--- config.mk ---
export PLATFORM = sky130hd
export DESIGN_NAME = prbs_tx_pattern_gen
export DESIGN_NICKNAME = d
export VERILOG_FILES = /design/src/rtl/prbs_pkg.sv /design/src/rtl/prbs_lfsr.sv /design/src/rtl/prbs_slot_timer.sv /design/src/rtl/prbs_tx_pattern_gen.sv
export SDC_FILE = /design/constraint.sdc
export NUM_CORES = 1
export LEC_CHECK = 0
export BUFFER_PORTS_ARGS = -buffer_cell sky130_fd_sc_hd__buf_2
export CORE_ASPECT_RATIO = 0.8
export CORE_MARGIN = 3
export CORE_UTILIZATION = 45
export DETAILED_ROUTE_END_ITERATION = 10
export GPL_ROUTABILITY_DRIVEN = 1
export SLEW_MARGIN = 10
export SYNTH_ARGS = -nofsm -noshare
export SYNTH_HDL_FRONTEND = slang
export SYNTH_HIERARCHICAL = 1
export SYNTH_SLANG_ARGS = --single-unit
--- constraint.sdc ---
create_clock -name clk -period 3.1 [get_ports clk]
set_clock_uncertainty 0.1 [all_clocks]
set_input_delay 0.465 -clock clk [delete_from_list [all_inputs] [get_ports clk]]
set_output_delay 0.465 -clock clk [all_outputs]
set_load 0.05 [all_outputs]
--- src/rtl/prbs_pkg.sv ---
package prbs_pkg;
    typedef struct packed {
        logic bit_v;
        logic ts0;
    } tx_out_t;

    localparam tx_out_t TX_OUT_RESET = '{bit_v: 1'b0, ts0: 1'b0};
endpackage

--- src/rtl/prbs_lfsr.sv ---
module prbs_lfsr #(
    parameter int W   = 15,
    parameter int TAP = 14
) (
    input  logic clk,
    input  logic rst_n,
    input  logic advance,
    output logic msb
);
    localparam logic [W-1:0] SEED = '1;

    typedef struct packed {
        logic [W-1:0] sr;
    } lfsr_state_t;

    lfsr_state_t st_d, st_q;
    logic        fb;

    always_comb begin
        st_d = st_q;
        fb   = st_q.sr[W-1] ^ st_q.sr[TAP-1];
        if (advance) begin
            st_d.sr = {st_q.sr[W-2:0], fb};
        end
        if (st_d.sr == '0) begin
            st_d.sr = SEED;
        end
    end

    always_ff @(posedge clk) begin
        if (!rst_n) begin
            st_q.sr <= SEED;
        end else begin
            st_q <= st_d;
        end
    end

    assign msb = st_q.sr[W-1];

    // the register is never left at zero
    a_r8_nonzero: assert property (@(posedge clk) disable iff (!rst_n)
        st_q.sr != '0);

    // no step unless advance was requested
    a_r5_frozen: assert property (@(posedge clk) disable iff (!rst_n)
        !advance |=> $stable(st_q.sr));
endmodule

--- src/rtl/prbs_slot_timer.sv ---
module prbs_slot_timer #(
    parameter int SLOTS     = 32,
    parameter int SLOT_BITS = 8
) (
    input  logic clk,
    input  logic rst_n,
    input  logic bit_en,
    input  logic frame_start,
    output logic in_ts0
);
    localparam int FRAME_BITS = SLOTS * SLOT_BITS;
    localparam int PW         = $clog2(FRAME_BITS);

    typedef struct packed {
        logic [PW-1:0] pos;
    } tmr_state_t;

    tmr_state_t    st_d, st_q;
    logic [PW-1:0] pos_cur;

    always_comb begin
        st_d    = st_q;
        pos_cur = (bit_en && frame_start) ? '0 : st_q.pos;
        in_ts0  = (pos_cur < PW'(SLOT_BITS));
        if (bit_en) begin
            if (pos_cur == PW'(FRAME_BITS - 1)) begin
                st_d.pos = '0;
            end else begin
                st_d.pos = pos_cur + PW'(1);
            end
        end
    end

    always_ff @(posedge clk) begin
        if (!rst_n) begin
            st_q.pos <= '0;
        end else begin
            st_q <= st_d;
        end
    end

    // a frame-start pulse on an enabled bit sets the position
    a_r6_realign: assert property (@(posedge clk) disable iff (!rst_n)
        (bit_en && frame_start) |=> (st_q.pos == PW'(1)));

    // the position holds while the enable is low
    a_r6_hold: assert property (@(posedge clk) disable iff (!rst_n)
        !bit_en |=> $stable(st_q.pos));
endmodule

--- src/rtl/prbs_tx_pattern_gen.sv ---
module prbs_tx_pattern_gen #(
    parameter int LFSR_W    = 15,
    parameter int LFSR_TAP  = 14,
    parameter int SLOTS     = 32,
    parameter int SLOT_BITS = 8
) (
    input  logic clk,
    input  logic rst_n,
    input  logic framed_mode,
    input  logic bit_en,
    input  logic frame_start,
    output logic tx_bit,
    output logic ts0_flag
);
    import prbs_pkg::*;

    logic    in_ts0;
    logic    payload;
    logic    advance;
    logic    gen_msb;
    tx_out_t out_d, out_q;

    prbs_slot_timer #(
        .SLOTS    (SLOTS),
        .SLOT_BITS(SLOT_BITS)
    ) u_timer (
        .clk        (clk),
        .rst_n      (rst_n),
        .bit_en     (bit_en),
        .frame_start(frame_start),
        .in_ts0     (in_ts0)
    );

    prbs_lfsr #(
        .W  (LFSR_W),
        .TAP(LFSR_TAP)
    ) u_lfsr (
        .clk    (clk),
        .rst_n  (rst_n),
        .advance(advance),
        .msb    (gen_msb)
    );

    always_comb begin
        out_d   = out_q;
        payload = !framed_mode || !in_ts0;
        advance = bit_en && payload;
        if (bit_en) begin
            out_d.bit_v = payload ? gen_msb : 1'b1;
            out_d.ts0   = !payload;
        end
    end

    always_ff @(posedge clk) begin
        if (!rst_n) begin
            out_q <= TX_OUT_RESET;
        end else begin
            out_q <= out_d;
        end
    end

    assign tx_bit   = out_q.bit_v;
    assign ts0_flag = out_q.ts0;

    // outputs hold while the enable is low
    a_r2_hold: assert property (@(posedge clk) disable iff (!rst_n)
        !bit_en |=> ($stable(tx_bit) && $stable(ts0_flag)));

    // a flagged placeholder bit is always 1
    a_r4_mark_one: assert property (@(posedge clk) disable iff (!rst_n)
        ts0_flag |-> tx_bit);

    // no flag after an unframed bit
    a_r7_no_flag: assert property (@(posedge clk) disable iff (!rst_n)
        (bit_en && !framed_mode) |=> !ts0_flag);
endmodule

==> impl_metrics.yaml <==
route:
  drt_iter0_markers: 98
  drcViolationCount: 0
  drt_first_pass_iters: 4
  vias: 1012
  totalWireLength_um: 2520
  vias_per_cell: 6.02
  wl_per_cell_um: 15.0
  antenna_left: 0
power_and_ir_drop:
  power_density_nw_per_um2: 393
  worst_ir_drop_vdd_uv: 250
  p_leak_nw: 0.469
yosys:
  synth-main-ff-cell: "dfxtp_1"
  synth-seq-cells: 25
  synth_edf_count: 0
  yosysTopAreaCellShare_pct: 39.3
  synth_nets: 135
  syn_area_per_cell_um2: 9.86
  synthCells: 129
  yosys.area.top_type: "dfxtp_1"
  ys_types: 45
  synth.yosys.seq_area_share_pct: 39.3
  ys_async_sr_fraction_pct: 0
  synth_warnings: 6
  synth.top_cells.by_area: "dfxtp_1, mux2i_1, o311ai_1, o311ai_0, nand2_1"
  synth_area_um2: 1270
layout:
  final_nets: 139
  area_growth_pct: 5.11
  finalInstanceArea_um2: 1340
  drive_gt1_share_pct: 15.9
  fin_util_pct: 52.2
  antennaDiodeCount: 0
timing:
  max_freq_ghz: 0.368
  tightest_slew_ns: 1.09
  final-hold-violation-count: 0
  setup_tns_ns: 0
  rsz0062_at_grt: "false"
  period_minus_slack_ns: 2.72
  maxSlewViolCount: 0
  final-setup-viol-count: 0
  slew_headroom_pct: 27.3
  finalCritPeriodShare_pct: 87.7
worst_setup_path:
  slowest_stage: "a21oi_1"
  path_max_fanout: 14
  cp_num_buf_inv: 0
  end_kind: "flip-flop"
  cp_slowest_stage_delay_ns: 0.85
  worstPathRequired_ns: 3.16
  path_class: "flip-flop to flip-flop"
  critPathTopFamily: "compound AO/OA/AOI/OAI gates"
  path_cells: "or4_1 -> o21ai_1 -> a21boi_2 -> a21oi_1 -> o311ai_0"
  setup.worst_path.start_class: "flip-flop"
  cp.arrival_ns: 2.78
clock_tree:
  htree_levels: 1
  cts_root_buffer: "clkbuf_4"
  post_cts_buffers: 0
  cts-buffers-inserted: 3
  cts_hold_buf: 0
  cts_resized: 0
  clock_sinks: 25
  clk_latency_ns: 0.31
  cts_tree: "done"
  clkSlewWorstSetupHoldPaths_ns: 0.13
  clk_path_buf_depth: 2
floorplan:
  fp.dieH_um: 53.6
  start_util_pct: 49.7
  ios: 7
  die-area_um2: 3510
  die_w_um: 65.5
  core-area_um2: 2560
  rows: 16
grt:
  grt_max_degree: 28
  grt_pass1_vias: 884
  grt_pass1_wl_um: 4300
  grt_overflow_total: 0
  groute.usage.overall_pct: 15.9
  antenna_found_initial: 0
outcome:
  status: "completed"
placement:
  routabilityCongestion: 0.901
  placed_cell_area_um2: 1310
  port_buffers: 6
  dpl.hpwl_um: 1740
flow_run:
  drv_cap: 0
worst_hold_path:
  hold_path.class: "input port to flip-flop"
## final timing paths
| check | end | start | cells past startpoint | slack, ns |
|---|---|---|---|---|
| max reg2reg | u_lfsr/st_q[10] | u_timer/st_q[3] | 5 | 0.38 |
| max | u_lfsr/st_q[10] | u_timer/st_q[3] | 5 | 0.38 |
| min | ts0_flag | framed_mode | 3 | 0.33 |
| min reg2reg | ts0_flag | ts0_flag | 2 | 0.38 |
## Yosys cell counts, types with 2 or more instances
cell,number
o21ai_0,3
a21boi_0,2
nand4_1,2
nand3b_1,2
nor3_1,2
and2_1,2
a21o_1,2
a21oi_1,3
o21ai_1,3
clkbuf_1,2
dfxtp_1,25
nor2b_1,3
o311ai_1,8
o31a_1,2
buf_6,2
nor2_1,6
mux2i_1,15
nor4_1,3
buf_2,5
nand2_1,8
o311ai_0,5
## cells by family (layout without fill, tap and decap cells)
kind of cell / Yosys count / in the layout / synth area share, %
fa+ha+maj: 1 / 1 / 0.983
buf+inv: 10 / 13 / 4.62
flops: 25 / 25 / 39.3
mux: 16 / 16 / 12.7
simple gates: 37 / 37 / 17.8
compound gates: 39 / 39 / 23.9
xor+xnor: 1 / 1 / 0.688
## flip-flops by register name, summed over array words and instances, names as in the netlist
register	count
ts0_flag	1
u_lfsr/st_q	15
u_timer/st_q	8
tx_bit	1
## placed cells by master, fill, tap and decap left out, types with 2 or more instances in the layout
cell       n
nand4_1    2
o311ai_1   8
o21ai_0    3
and2_1     2
nor2b_1    3
o311ai_0   5
o31a_1     2
o21ai_1    3
nor4_1     3
buf_4      2
nand2_1    8
clkbuf_4   3
nor3_1     2
nand3b_1   2
a21oi_1    3
dfxtp_1   25
mux2i_1   15
buf_2      6
a21o_1     2
nor2_1     6
## worst reg2reg max path, delay by kind of cell, from the launching register on
kind,cells,cell delay [ns]
compound gates,4,1.49
simple gates,1,0.56
flops,1,0.42
## routing by layer
| metal | part of all wire (%) | wire, µm | global-route usage [%] | vias to the layer above |
|---|---|---|---|---|
| met2 | 39 | 980 | 20.8 | 13 |
| met3 | 3.9 | 98 | 5.43 | 2 |
| met1 | 57 | 1430 | 24.7 | 477 |
| met5 | 0 | 0 | 0 | - |
| li1 | - | - | - | 520 |
| met4 | 0.52 | 13 | 2.41 | 0 |
## area by class of cell
| cell class | instances | area [µm²] |
|---|---|---|
| Fill cell | 258 | 1220 |
| Tap cell | 36 | 45.0 |
| Inverter | 1 | 3.75 |
| Clock buffer | 4 | 26.3 |
| Timing Repair Buffer | 8 | 45.0 |
| Multi-Input combinational cell | 94 | 717 |
| Sequential cell | 25 | 500 |
## report_power, final
part / total [W] / switching, W / internal (W)
Sequential: 0.000330 / 0.00000399 / 0.000326
Combinational: 0.0000531 / 0.0000350 / 0.0000180
Clock: 0.000142 / 0.0000922 / 0.0000502
Total: 0.000526 / 0.000131 / 0.000395
## metrics by stage
stage          cells  hold WS [ns]  total power, W  worst slack (ns)
6_report         168         0.329        0.000526             0.382
4_1_cts          168         0.319        0.000530             0.450
5_1_grt          168         0.307        0.000554             0.188
3_3_place_gp     164         0.358        0.000389             0.604
2_1_floorplan    129         0.379        0.000376             0.866
3_5_place_dp     164         0.361        0.000390             0.462
(Power assumes the default switching activity.)
